## src/rtl/scan_pkg.sv

```systemverilog
package scan_pkg;

  localparam int PORT_FIELD_W  = 5;
  localparam int BOARD_FIELD_W = 3;
  localparam int WORD_W        = 16;

  typedef enum logic [2:0] {
    ST_IDLE,
    ST_SCAN,
    ST_HOLD_LO,
    ST_DEFER_HI,
    ST_DEFER_LO,
    ST_TERM_A,
    ST_TERM_B,
    ST_FINISH
  } walk_state_t;

  function automatic logic [WORD_W-1:0] entry_hi(input logic [PORT_FIELD_W-1:0] port);
    return {8'h00, 2'b10, 4'b0000, port[4:3]};
  endfunction

  function automatic logic [WORD_W-1:0] entry_lo(input logic [PORT_FIELD_W-1:0] port,
                                                 input logic [BOARD_FIELD_W-1:0] board);
    return {8'h00, 2'b11, port[2:0], board};
  endfunction

endpackage

```

## src/rtl/scan_mask_bank.sv

```systemverilog
module scan_mask_bank #(
  parameter int NUM_BOARDS = 8,
  parameter int NUM_PORTS  = 32,
  parameter logic [NUM_PORTS-1:0] DEFAULT_MASK = NUM_PORTS'(32'h0000_FFFF),
  localparam int BOARD_W = $clog2(NUM_BOARDS)
) (
  input  logic                 clk,
  input  logic                 rst,
  input  logic                 wr_allow,
  input  logic                 cfg_we,
  input  logic [BOARD_W-1:0]   cfg_board,
  input  logic [NUM_PORTS-1:0] cfg_mask,
  input  logic [BOARD_W-1:0]   rd_board,
  output logic [NUM_PORTS-1:0] rd_mask
);

  logic [NUM_PORTS-1:0] mask_q [NUM_BOARDS];

  for (genvar b = 0; b < NUM_BOARDS; b++) begin : g_board
    always_ff @(posedge clk) begin
      if (rst) begin
        mask_q[b] <= DEFAULT_MASK;
      end else if (cfg_we && wr_allow && cfg_board == BOARD_W'(b)) begin
        mask_q[b] <= cfg_mask;
      end
    end
  end

  assign rd_mask = mask_q[rd_board];

endmodule

```

## src/rtl/scan_walker.sv

```systemverilog
module scan_walker
  import scan_pkg::*;
#(
  parameter int NUM_BOARDS = 8,
  parameter int NUM_PORTS  = 32,
  localparam int BOARD_W = $clog2(NUM_BOARDS),
  localparam int PORT_W  = $clog2(NUM_PORTS),
  localparam int ADDR_W  = $clog2(NUM_BOARDS * NUM_PORTS * 2 + 2),
  localparam int COUNT_W = $clog2(NUM_BOARDS * NUM_PORTS + 1)
) (
  input  logic                 clk,
  input  logic                 rst,
  input  logic                 start,
  input  logic [NUM_PORTS-1:0] mask,
  output logic [BOARD_W-1:0]   rd_board,
  output logic                 busy,
  output logic                 done,
  output logic                 wr_en,
  output logic [ADDR_W-1:0]    wr_addr,
  output logic [WORD_W-1:0]    wr_data,
  output logic [COUNT_W-1:0]   chan_count
);

  walk_state_t          state_q;
  logic [BOARD_W-1:0]   board_q;
  logic [PORT_W-1:0]    port_q;
  logic [PORT_W-1:0]    first_q;
  logic                 have_first_q;
  logic [ADDR_W-1:0]    ptr_q;

  logic sel, last_port, last_board;

  assign sel        = mask[port_q];
  assign last_port  = (port_q == PORT_W'(NUM_PORTS - 1));
  assign last_board = (board_q == BOARD_W'(NUM_BOARDS - 1));
  assign rd_board   = board_q;
  assign busy       = (state_q != ST_IDLE);

  always_ff @(posedge clk) begin
    if (rst) begin
      state_q      <= ST_IDLE;
      board_q      <= '0;
      port_q       <= '0;
      first_q      <= '0;
      have_first_q <= 1'b0;
      ptr_q        <= '0;
      chan_count   <= '0;
      wr_en        <= 1'b0;
      wr_addr      <= '0;
      wr_data      <= '0;
      done         <= 1'b0;
    end else begin
      wr_en <= 1'b0;
      done  <= 1'b0;
      case (state_q)
        ST_IDLE: begin
          if (start) begin
            state_q      <= ST_SCAN;
            board_q      <= '0;
            port_q       <= '0;
            have_first_q <= 1'b0;
            ptr_q        <= '0;
            chan_count   <= '0;
          end
        end

        ST_SCAN: begin
          if (sel && have_first_q) begin
            wr_en   <= 1'b1;
            wr_addr <= ptr_q;
            wr_data <= entry_hi(port_q);
            ptr_q   <= ptr_q + ADDR_W'(1);
            state_q <= ST_HOLD_LO;
          end else begin
            if (sel) begin
              have_first_q <= 1'b1;
              first_q      <= port_q;
            end
            if (!last_port) begin
              port_q <= port_q + PORT_W'(1);
            end else if (have_first_q || sel) begin
              state_q <= ST_DEFER_HI;
            end else if (last_board) begin
              state_q <= ST_TERM_A;
            end else begin
              board_q      <= board_q + BOARD_W'(1);
              port_q       <= '0;
              have_first_q <= 1'b0;
            end
          end
        end

        ST_HOLD_LO: begin
          wr_en      <= 1'b1;
          wr_addr    <= ptr_q;
          wr_data    <= entry_lo(port_q, board_q);
          ptr_q      <= ptr_q + ADDR_W'(1);
          chan_count <= chan_count + COUNT_W'(1);
          if (last_port) begin
            state_q <= ST_DEFER_HI;
          end else begin
            port_q  <= port_q + PORT_W'(1);
            state_q <= ST_SCAN;
          end
        end

        ST_DEFER_HI: begin
          wr_en   <= 1'b1;
          wr_addr <= ptr_q;
          wr_data <= entry_hi(first_q);
          ptr_q   <= ptr_q + ADDR_W'(1);
          state_q <= ST_DEFER_LO;
        end

        ST_DEFER_LO: begin
          wr_en      <= 1'b1;
          wr_addr    <= ptr_q;
          wr_data    <= entry_lo(first_q, board_q);
          ptr_q      <= ptr_q + ADDR_W'(1);
          chan_count <= chan_count + COUNT_W'(1);
          if (last_board) begin
            state_q <= ST_TERM_A;
          end else begin
            board_q      <= board_q + BOARD_W'(1);
            port_q       <= '0;
            have_first_q <= 1'b0;
            state_q      <= ST_SCAN;
          end
        end

        ST_TERM_A, ST_TERM_B: begin
          wr_en   <= 1'b1;
          wr_addr <= ptr_q;
          wr_data <= '0;
          ptr_q   <= ptr_q + ADDR_W'(1);
          state_q <= (state_q == ST_TERM_A) ? ST_TERM_B : ST_FINISH;
        end

        ST_FINISH: begin
          done    <= 1'b1;
          state_q <= ST_IDLE;
        end

        default: state_q <= ST_IDLE;
      endcase
    end
  end

endmodule

```

## src/rtl/scan_list_builder.sv

```systemverilog
module scan_list_builder #(
  parameter int NUM_BOARDS = 8,
  parameter int NUM_PORTS  = 32,
  localparam int BOARD_W = $clog2(NUM_BOARDS),
  localparam int ADDR_W  = $clog2(NUM_BOARDS * NUM_PORTS * 2 + 2),
  localparam int COUNT_W = $clog2(NUM_BOARDS * NUM_PORTS + 1)
) (
  input  logic                 clk,
  input  logic                 rst,
  input  logic                 cfg_we,
  input  logic [BOARD_W-1:0]   cfg_board,
  input  logic [NUM_PORTS-1:0] cfg_mask,
  input  logic                 start,
  output logic                 busy,
  output logic                 done,
  output logic                 wr_en,
  output logic [ADDR_W-1:0]    wr_addr,
  output logic [15:0]          wr_data,
  output logic [COUNT_W-1:0]   chan_count
);

  logic [BOARD_W-1:0]   rd_board;
  logic [NUM_PORTS-1:0] rd_mask;

  scan_mask_bank #(
    .NUM_BOARDS (NUM_BOARDS),
    .NUM_PORTS  (NUM_PORTS)
  ) u_masks (
    .clk       (clk),
    .rst       (rst),
    .wr_allow  (!busy),
    .cfg_we    (cfg_we),
    .cfg_board (cfg_board),
    .cfg_mask  (cfg_mask),
    .rd_board  (rd_board),
    .rd_mask   (rd_mask)
  );

  scan_walker #(
    .NUM_BOARDS (NUM_BOARDS),
    .NUM_PORTS  (NUM_PORTS)
  ) u_walker (
    .clk        (clk),
    .rst        (rst),
    .start      (start),
    .mask       (rd_mask),
    .rd_board   (rd_board),
    .busy       (busy),
    .done       (done),
    .wr_en      (wr_en),
    .wr_addr    (wr_addr),
    .wr_data    (wr_data),
    .chan_count (chan_count)
  );

endmodule

```

## config.mk

```make
export PLATFORM = sky130hd
export DESIGN_NAME = scan_list_builder
export DESIGN_NICKNAME = d
export VERILOG_FILES = /design/src/rtl/scan_pkg.sv /design/src/rtl/scan_mask_bank.sv /design/src/rtl/scan_walker.sv /design/src/rtl/scan_list_builder.sv
export SDC_FILE = /design/constraint.sdc
export NUM_CORES = 1
export LEC_CHECK = 0
export BUFFER_PORTS_ARGS = -buffer_cell sky130_fd_sc_hd__buf_2
export CAP_MARGIN = 20
export CELL_PAD_IN_SITES_DETAIL_PLACEMENT = 0
export CELL_PAD_IN_SITES_GLOBAL_PLACEMENT = 1
export CORE_ASPECT_RATIO = 0.8
export CORE_UTILIZATION = 50
export DETAILED_ROUTE_END_ITERATION = 7
export GPL_ROUTABILITY_DRIVEN = 0
export PLACE_DENSITY_LB_ADDON = 0.2
export SKIP_LAST_GASP = 1
export SLEW_MARGIN = 20
export SYNTH_ARGS = -nofsm -noshare
export SYNTH_HDL_FRONTEND = slang
export SYNTH_SLANG_ARGS = --single-unit
```

## constraint.sdc

```tcl
create_clock -name clk -period 5.1 [get_ports clk]
set_clock_uncertainty 0.1 [all_clocks]
set_input_delay 0.51 -clock clk [delete_from_list [all_inputs] [get_ports clk]]
set_output_delay 0.51 -clock clk [all_outputs]
set_load 0.05 [all_outputs]
```

==> flow_metrics.env, run 1 <==
export IMPL_ir_worst_vdd_v=0.0002445
export IMPL_fmax_ghz=0.2627
export IMPL_final_net_count=1294
export IMPL_area_delta_synth_final_pct=12.62
export IMPL_highest_layer="met4"
export IMPL_yosys_top_cells_area="edfxtp_1, dfxtp_1, and2_1"
export IMPL_crit_type="reg -> reg"
export IMPL_slew_headroom_pct=32.75
export IMPL_met1Wirelength_microns=18540
export IMPL_synth_top_cell_by_area="edfxtp_1"
export IMPL_cts_setup_buffers=0
export IMPL_rsz0062_at_grt="no"
export IMPL_holdWs_ns=0.2395
export IMPL_clk_latency_ns=0.53
export IMPL_synth_most_common_cell="edfxtp_1"
export IMPL_drt_iter0_markers=1055
export IMPL_drive_gt1_share_pct=16.43
export IMPL_period_share_pct=74.64
export IMPL_route_detailed_drc=0
export IMPL_antenna_found_initial=0
export IMPL_fin_crit_ns=3.807
export IMPL_via_per_inst=5.976
export IMPL_overflow=0
export IMPL_cp_required_ns=5.42
export IMPL_synth_cells=1196
export IMPL_yosys_cell_types_count=78
export IMPL_wire_per_inst_microns=23.43
export IMPL_worst_pin_slew_ns=1.006
export IMPL_dr_pass1_iters=6
export IMPL_track_usage_pct=25.94
export IMPL_hold_class="in -> reg"
export IMPL_start_util_pct=51.16
export IMPL_n_antenna_cell=0
export IMPL_portBuffers=68
export IMPL_ctsRootBufferMaster="clkbuf_16"
export IMPL_via_count=10027
export IMPL_hold_buffers=0
export IMPL_wl_met2_microns=16980
export IMPL_yosys_warnings=0
export IMPL_cts_made_buffers=35
export IMPL_final_antenna_net_count=0
export IMPL_ys_async_sr_fraction_pct=0
export IMPL_maxSlewViolCount=0
export IMPL_core_sq_um=29500
export IMPL_cts_tree="built"
export IMPL_critPathLaunchType="register"
export IMPL_cts_max_path_buffers=3
export IMPL_crit_arrival_ns=4.13
export IMPL_avgSynthCellArea_sq_um=12.62
export IMPL_grt_max_degree=66
export IMPL_netlist_top_cells_count="edfxtp_1, and2_1, mux2i_1"
export IMPL_dp_final_hpwl_microns=24810
export IMPL_finalHoldViolCount=0
export IMPL_synth_edf_count=256
export IMPL_grt_pass1_vias=9351
export IMPL_grt_pass1_wl_microns=58940
export IMPL_ys_ff_latch=315
export IMPL_rows=56
export IMPL_power_leakage_uw=0.005432
export IMPL_cts_sinks=315
export IMPL_status="completed"
export IMPL_end_kind="register"
export IMPL_totalWireLength_microns=39320
export IMPL_cts_clk_slew_worst_paths_ns=0.06
export IMPL_rrSetupSlack_ns=1.29
export IMPL_finalSetupViolCount=0
export IMPL_ctsResizeCount=0
export IMPL_yosysTopAreaCellShare_pct=50.94
export IMPL_setup_tns_ns=0
export IMPL_utilization_pct=57.62
export IMPL_die_area_sq_um=30890
export IMPL_die_h_microns=157.4
export IMPL_worstPathMaxFanout=50
export IMPL_htreeDepth=2
export IMPL_ys_flop_type="edfxtp_1"
export IMPL_max_cap_violations=0
export IMPL_die_x_microns=196.2
export IMPL_synth_area_sq_um=15090
export IMPL_boundaryPins=77
export IMPL_yosysSeqAreaShare_pct=58.76
export IMPL_p_per_area_nw_per_um2=338.6
export IMPL_wl_met3_microns=2919
[flip-flops by register name (all words and copies together), names as in the netlist, named ones only]
name and flops:
u_walker.rd_board 3, u_masks.mask_q 256, u_walker.have_first_q 1, u_walker.state_q 3, u_walker.wr_en 1, u_walker.wr_addr 10
u_walker.done 1, u_walker.ptr_q 10, u_walker.first_q 5, u_walker.port_q 5, u_walker.wr_data 8, u_walker.chan_count 9
[area by class of cell]
cell class	instances	area, sq um
Clock buffer	43	948.4
Clock inverter	16	176.4
Fill cell	2425	12500
Inverter	16	60.06
Multi-Input combinational cell	778	5783
Sequential cell	315	8877
Tap cell	406	508.0
Timing Repair Buffer	104	643.1
[worst paths after layout]
path	startpoint	endpoint	cells after the start
worst max register to register	register	u_walker.ptr_q[9]	9
worst min register to register	u_walker.wr_addr[1]	u_walker.wr_addr[1]	2
worst min-delay path	cfg_mask[0]	u_masks.mask_q[6][0]	2
worst max-delay path	register	u_walker.ptr_q[9]	9
[where the power goes]
part           total, uW  switching, uW  internal [uW]
sequential          2870           31.6           2840
combinational        347            254           92.7
clock               2540           1020           1520
[through the flow]
stage               area, sq um  setup slack [ns]  total power [uW]  cells
floorplan                 15120            0.6800              3127   1203
global placement          15840             1.297              3262   1618
detailed placement        15840             1.207              3268   1618
CTS                       16970             1.199              5780   1677
global route              17000             1.041              5913   1678
finish                    17000             1.293              5755   1678
[placed cells by master, fill, tap and decap left out, types with 41 or more instances in the layout]
cell type,n
buf_2,68
and2_1,134
nand2b_1,71
nand2_1,74
edfxtp_1,256
or3_1,68
mux2i_1,77
a21oi_1,41
dfxtp_1,56
[cell families after synthesis]
| logic type | share of synthesized area [%] |
|---|---|
| mux | 10.50 |
| fa+ha+maj | 0.4145 |
| xor+xnor | 0.4643 |
| other cells | 0.02485 |
| flops | 58.76 |
| buf+inv | 3.822 |
| compound gates | 8.780 |
| simple gates | 17.23 |
[per-layer routing]
metal | vias up | global-route usage (%)
met3 | 63 | 4.071
met4 | 0 | 7.515
li1 | 4576 | -
met2 | 382 | 37.74
met1 | 5006 | 39.92
met5 | - | 0
[worst max-delay path: stages (launching register included)]
cell	delay, ns
dfxtp_4	0.86
nor2b_1	0.61
a22oi_1	0.20
a21oi_1	0.22
a31o_2	0.14
o311a_1	0.43
a2bb2oi_2	0.60
buf_4	0.28
a2111o_1	0.13
o21ai_0	0.07
Power figures use the tool's default switching activity.
==> run 2, diff against run 1 <==
- ABC_AREA: not set -> 1
- CORE_UTILIZATION: 50 -> 48
- clock period: 5.1 -> 3.92 ns (I/O delays scaled with it)
==> run 2 against run 1 <==
Against the previous run:
- sequential share of layout area grew 2.4 points
- die area is 1.0% lower
- highest routed layer unchanged
- clock power up 24%
- first-iteration DRC count grew 7.8%
==> flow_metrics.env, run 2 <==
export IMPL_status="completed"
export IMPL_cts_sinks=315
export IMPL_synth_area_sq_um=14340
export IMPL_htreeDepth=2
export IMPL_r2r_cells=16
export IMPL_synth_edf_count=256
export IMPL_cts_tree="built"
export IMPL_totalWireLength_microns=39940
export IMPL_cts_made_buffers=34
export IMPL_final_net_count=1657
export IMPL_p_int_uw=5930
export IMPL_ys_async_sr_fraction_pct=0
export IMPL_drive_gt1_share_pct=10.93
export IMPL_cts_clk_slew_worst_paths_ns=0.06
export IMPL_largest_reg_flops=256
export IMPL_finalHoldViolCount=0
export IMPL_final_cell_mix="nand2_1, nand3_1, edfxtp_1"
export IMPL_top_regs="u_masks.mask_q: 256 flops, u_walker.ptr_q: 10 flops, u_walker.wr_addr: 10 flops"
export IMPL_finalSetupViolCount=0
export IMPL_min_path_cells=3
export IMPL_yosys_warnings=0
export IMPL_slew_headroom_pct=41.82
export IMPL_dp_final_hpwl_microns=23940
export IMPL_portBuffers=68
export IMPL_worst_pin_slew_ns=0.8717
export IMPL_grt_max_degree=129
export IMPL_yosys_top_cells_area="edfxtp_1, nand2_1, nand3_1"
export IMPL_via_per_inst=5.531
export IMPL_ctsResizeCount=0
export IMPL_comb_power_share_pct=16.0
export IMPL_final_area_sq_um=16260
export IMPL_maxSlewViolCount=0
export IMPL_switchingPower_uw=2342
export IMPL_synth_top_cell_by_area="edfxtp_1"
export IMPL_period_share_pct=83.80
export IMPL_utilization_pct=55.37
export IMPL_core_sq_um=29360
export IMPL_end_kind="register"
export IMPL_antenna_found_initial=0
export IMPL_ctsRootBufferMaster="clkbuf_16"
export IMPL_hold_buffers=0
export IMPL_critPathLaunchType="register"
export IMPL_hold_class="in -> reg"
export IMPL_grt_pass1_wl_microns=61760
export IMPL_fmax_ghz=0.3044
export IMPL_rows=56
export IMPL_cts_max_path_buffers=3
export IMPL_synth_cells=1554
export IMPL_fin_crit_ns=3.285
export IMPL_wire_per_inst_microns=19.83
export IMPL_final_common_cell="nand2_1"
export IMPL_clk_latency_ns=0.52
export IMPL_die_x_microns=195.2
export IMPL_p_per_area_nw_per_um2=508.8
export IMPL_synth_most_common_cell="nand2_1"
export IMPL_yosysTopAreaCellShare_pct=53.61
export IMPL_worstPathMaxFanout=56
export IMPL_yosysSeqAreaShare_pct=61.84
export IMPL_die_h_microns=156.6
export IMPL_overflow=0
export IMPL_power_leakage_uw=0.006126
export IMPL_max_cap_violations=0
export IMPL_cp_required_ns=4.21
export IMPL_cts_setup_buffers=0
export IMPL_grt_pass1_vias=10381
export IMPL_final_antenna_net_count=0
export IMPL_ys_flop_type="edfxtp_1"
export IMPL_regMostFlops="u_masks.mask_q"
export IMPL_crit_arrival_ns=3.57
export IMPL_via_count=11140
export IMPL_dr_pass1_iters=7
export IMPL_n_antenna_cell=0
export IMPL_placed_cell_area_sq_um=15180
export IMPL_die_area_sq_um=30570
export IMPL_rsz0062_at_grt="no"
export IMPL_boundaryPins=77
export IMPL_drt_iter0_markers=1137
export IMPL_start_util_pct=48.85
export IMPL_area_delta_synth_final_pct=13.37
export IMPL_p_clk_share_pct=38.1
export IMPL_route_detailed_drc=0
export IMPL_ir_worst_vdd_v=0.0003774
export IMPL_yosys_cell_types_count=40
export IMPL_crit_type="reg -> reg"
export IMPL_swShare_pct=28.32
export IMPL_ys_ff_latch=315
export IMPL_netlist_top_cells_count="nand2_1, nand3_1, edfxtp_1"
export IMPL_p_seq_share_pct=45.9
export IMPL_track_usage_pct=26.79
export IMPL_avgSynthCellArea_sq_um=9.228
## run 2: cell families after synthesis
| group | after synthesis | share of synthesized area [%] |
|---|---|---|
| simple gates | 947 | 28.00 |
| flops | 315 | 61.84 |
| buf+inv | 188 | 5.863 |
| compound gates | 93 | 3.525 |
| xor+xnor | 5 | 0.3054 |
| fa+ha+maj | 5 | 0.4363 |
| other cells | 1 | 0.02615 |
## run 2: layout make-up
type | count | area, sq um
Tap cell | 377 | 471.7
Inverter | 101 | 380.4
Clock inverter | 14 | 118.9
Sequential cell | 315 | 8874
Multi-Input combinational cell | 1058 | 4747
Timing Repair Buffer | 103 | 703.2
Clock buffer | 46 | 962.2
Fill cell | 2660 | 13100
## run 2: final timing paths
check / from / endpoint / slack [ns]
min reg2reg: u_walker.first_q[1] / u_walker.first_q[1] / 0.35
max: register / u_walker.wr_addr[1] / 0.64
min: start / u_walker.state_q[0] / 0.11
max reg2reg: register / u_walker.wr_addr[1] / 0.64
## run 2: power by group through the flow
| stage | logic (uW) | clock network [uW] | registers [uW] |
|---|---|---|---|
| global route | 1460 | 3320 | 3810 |
| floorplan | 836 | 0 | 3960 |
| CTS | 1330 | 3190 | 3790 |
| finish | 1320 | 3150 | 3790 |
| detailed placement | 1320 | 0 | 3860 |
| global placement | 1310 | 0 | 3860 |
## run 2: critical path, stage by stage (launching register included)
cell and delay [ns]:
dfxtp_4 0.36, clkinv_2 0.46, buf_12 0.41, nand2_1 0.11
nand3_1 0.08, nand3_1 0.13, nand3_1 0.12, nand3_1 0.14
nand2_1 0.07, nand2_1 0.06, nand3_1 0.11, nand3_2 0.16
nand2_2 0.09, nand3_2 0.14, nand2_2 0.28, o21ai_0 0.24
a21oi_1 0.06
## run 2: stage by stage
step / instances / total power (uW) / TNS [ns] / setup slack [ns] / hold WS, ns
global route: 2014 / 8592 / 0 / 0.3620 / 0.1503
detailed placement: 1954 / 5182 / 0 / 0.6582 / 0.3353
global placement: 1954 / 5173 / 0 / 0.7014 / 0.3310
finish: 2014 / 8272 / 0 / 0.6351 / 0.1115
CTS: 2014 / 8308 / 0 / 0.6350 / 0.09581
floorplan: 1561 / 4798 / -55.89 / -0.2183 / 0.3238
## run 2: metal layers
metal	vias to the layer above	GRT usage [%]	part of all wire [%]
met5	-	0	0
li1	5306	-	-
met4	0	7.049	1.8
met1	5306	40.71	46
met2	466	39.76	43
met3	62	4.181	8.4
==> run 3, diff against run 2 <==
- clock period: 3.92 -> 3.1 ns (I/O delays scaled with it)
==> run 3 against run 2 <==
Against the previous run:
- utilization rose by 0.25 points
- non-clock buffer count up 9
- critical endpoint is now u_masks.mask_q[5][29]
- critical path depth is 7 lower
- hold slack worse by 0.075 ns
- setup slack worse by 0.38 ns
==> flow_metrics.env, run 3 (synthesis gave the netlist of run 2 again) <==
export IMPL_antenna_found_initial=0
export IMPL_power_leakage_uw=0.006165
export IMPL_wire_per_inst_microns=19.94
export IMPL_overflow=0
export IMPL_slowest_delay_ns=0.50
export IMPL_ir_worst_vdd_v=0.0004581
export IMPL_grt_pass1_wl_microns=61330
export IMPL_dr_pass1_iters=6
export IMPL_setup_tns_ns=0
export IMPL_via_per_inst=5.505
export IMPL_top_regs="u_masks.mask_q: 256 flops, u_walker.ptr_q: 10 flops, u_walker.wr_addr: 10 flops"
export IMPL_hold_class="in -> reg"
export IMPL_path_cells="nor2_1, inv_1, nor2_1, inv_1, nor2_1, nand2_1, nor3_2, inv_1, nor2_1"
export IMPL_n_antenna_cell=0
export IMPL_critPathLaunchType="register"
export IMPL_fin_crit_ns=2.845
export IMPL_worstPathMaxFanout=16
export IMPL_ctsRootBufferMaster="clkbuf_16"
export IMPL_cts_tree="built"
export IMPL_grt_pass1_vias=10259
export IMPL_crit_arrival_ns=3.10
export IMPL_grt_max_degree=67
export IMPL_finalHoldViolCount=0
export IMPL_crit_type="reg -> reg"
export IMPL_fmax_ghz=0.3515
export IMPL_via_count=11115
export IMPL_path_buf_inv=3
export IMPL_rsz0062_at_grt="yes"
export IMPL_slew_headroom_pct=41.03
export IMPL_die_x_microns=195.2
export IMPL_highest_layer="met4"
export IMPL_htreeDepth=2
export IMPL_maxSlewViolCount=0
export IMPL_die_h_microns=156.6
export IMPL_die_area_sq_um=30570
export IMPL_n_fill_cell=2656
export IMPL_final_antenna_net_count=0
export IMPL_met1Wirelength_microns=18650
export IMPL_max_cap_violations=0
export IMPL_final_net_count=1666
export IMPL_drt_iter0_markers=1127
export IMPL_wl_met2_microns=17660
export IMPL_drive_gt1_share_pct=11.57
export IMPL_boundaryPins=77
export IMPL_period_share_pct=91.77
export IMPL_hold_buffers=0
export IMPL_p_per_area_nw_per_um2=639.9
export IMPL_wl_met3_microns=3333
export IMPL_area_delta_synth_final_pct=13.88
export IMPL_start_util_pct=48.85
export IMPL_regMostFlops="u_masks.mask_q"
export IMPL_crit_slowest_cell="nor3_2"
export IMPL_clk_latency_ns=0.52
export IMPL_worst_pin_slew_ns=0.8836
export IMPL_end_kind="register"
export IMPL_cp_top_family="simple AND/OR/NAND/NOR gates"
export IMPL_cts_setup_buffers=0
export IMPL_route_detailed_drc=0
export IMPL_rows=56
export IMPL_dp_final_hpwl_microns=25310
export IMPL_status="completed"
export IMPL_cts_clk_slew_worst_paths_ns=0.06
export IMPL_largest_reg_flops=256
export IMPL_cts_max_path_buffers=3
export IMPL_totalWireLength_microns=40260
export IMPL_cp_required_ns=3.36
export IMPL_ctsResizeCount=0
export IMPL_cts_sinks=315
export IMPL_final_cell_mix="nand2_1, nand3_1, edfxtp_1"
export IMPL_finalSetupViolCount=0
export IMPL_track_usage_pct=26.68
export IMPL_cp_common_cell="nor2_1"
export IMPL_portBuffers=68
export IMPL_cts_made_buffers=34
export IMPL_holdWs_ns=0.03685
export IMPL_final_common_cell="nand2_1"
export IMPL_core_sq_um=29360
run 3: metrics by stage:
step / power, uW / area (sq um) / setup WS [ns] / cells / util, %
4_1_cts: 10490 / 16310 / 0.1799 / 2019 / 55.57
3_5_place_dp: 6591 / 15270 / 0.2114 / 1963 / 52.01
3_3_place_gp: 6578 / 15270 / 0.2229 / 1963 / 52.01
5_1_grt: 10850 / 16330 / -0.005422 / 2019 / 55.63
6_report: 10450 / 16330 / 0.2552 / 2019 / 55.63
2_1_floorplan: 6061 / 14370 / -0.1879 / 1561 / -
run 3: power by group:
| group | total, uW | internal, uW | switching, uW |
|---|---|---|---|
| Sequential | 4810 | 4730 | 74.1 |
| Clock | 3930 | 2300 | 1630 |
| Combinational | 1710 | 453 | 1260 |
run 3: layout make-up:
cell class              count  area, sq um  area share (%)
flip-flops and latches    315         8874           54.34
multi-input cells        1058         4760           29.14
clock buffers              39        890.9           5.455
repair buffers            112        795.8           4.873
well taps                 377        471.7           2.888
inverters                 101        384.1           2.352
clock inverters            17        155.1          0.9500
run 3: layer usage:
layer	GRT usage (%)	vias to the layer above
li1	-	5317
met4	5.999	0
met2	40.83	440
met1	39.35	5310
met3	4.849	48
met5	1.127	-
run 3: final timing paths:
| path | start | end | slack (ns) | cells after the start |
|---|---|---|---|---|
| worst max-delay path | u_walker.state_q[2] | u_masks.mask_q[5][29] | 0.26 | 9 |
| worst min-delay path | start | u_walker.state_q[0] | 0.04 | 3 |
| worst max register to register | u_walker.state_q[2] | u_masks.mask_q[5][29] | 0.26 | 9 |
| worst min register to register | u_walker.first_q[4] | u_walker.first_q[4] | 0.34 | 2 |
run 3: worst reg2reg max path, delay by kind of cell, from the launching register on:
kind	cells	cell delay (ns)
buf+inv	3	0.71
flops	1	0.34
simple gates	6	1.53
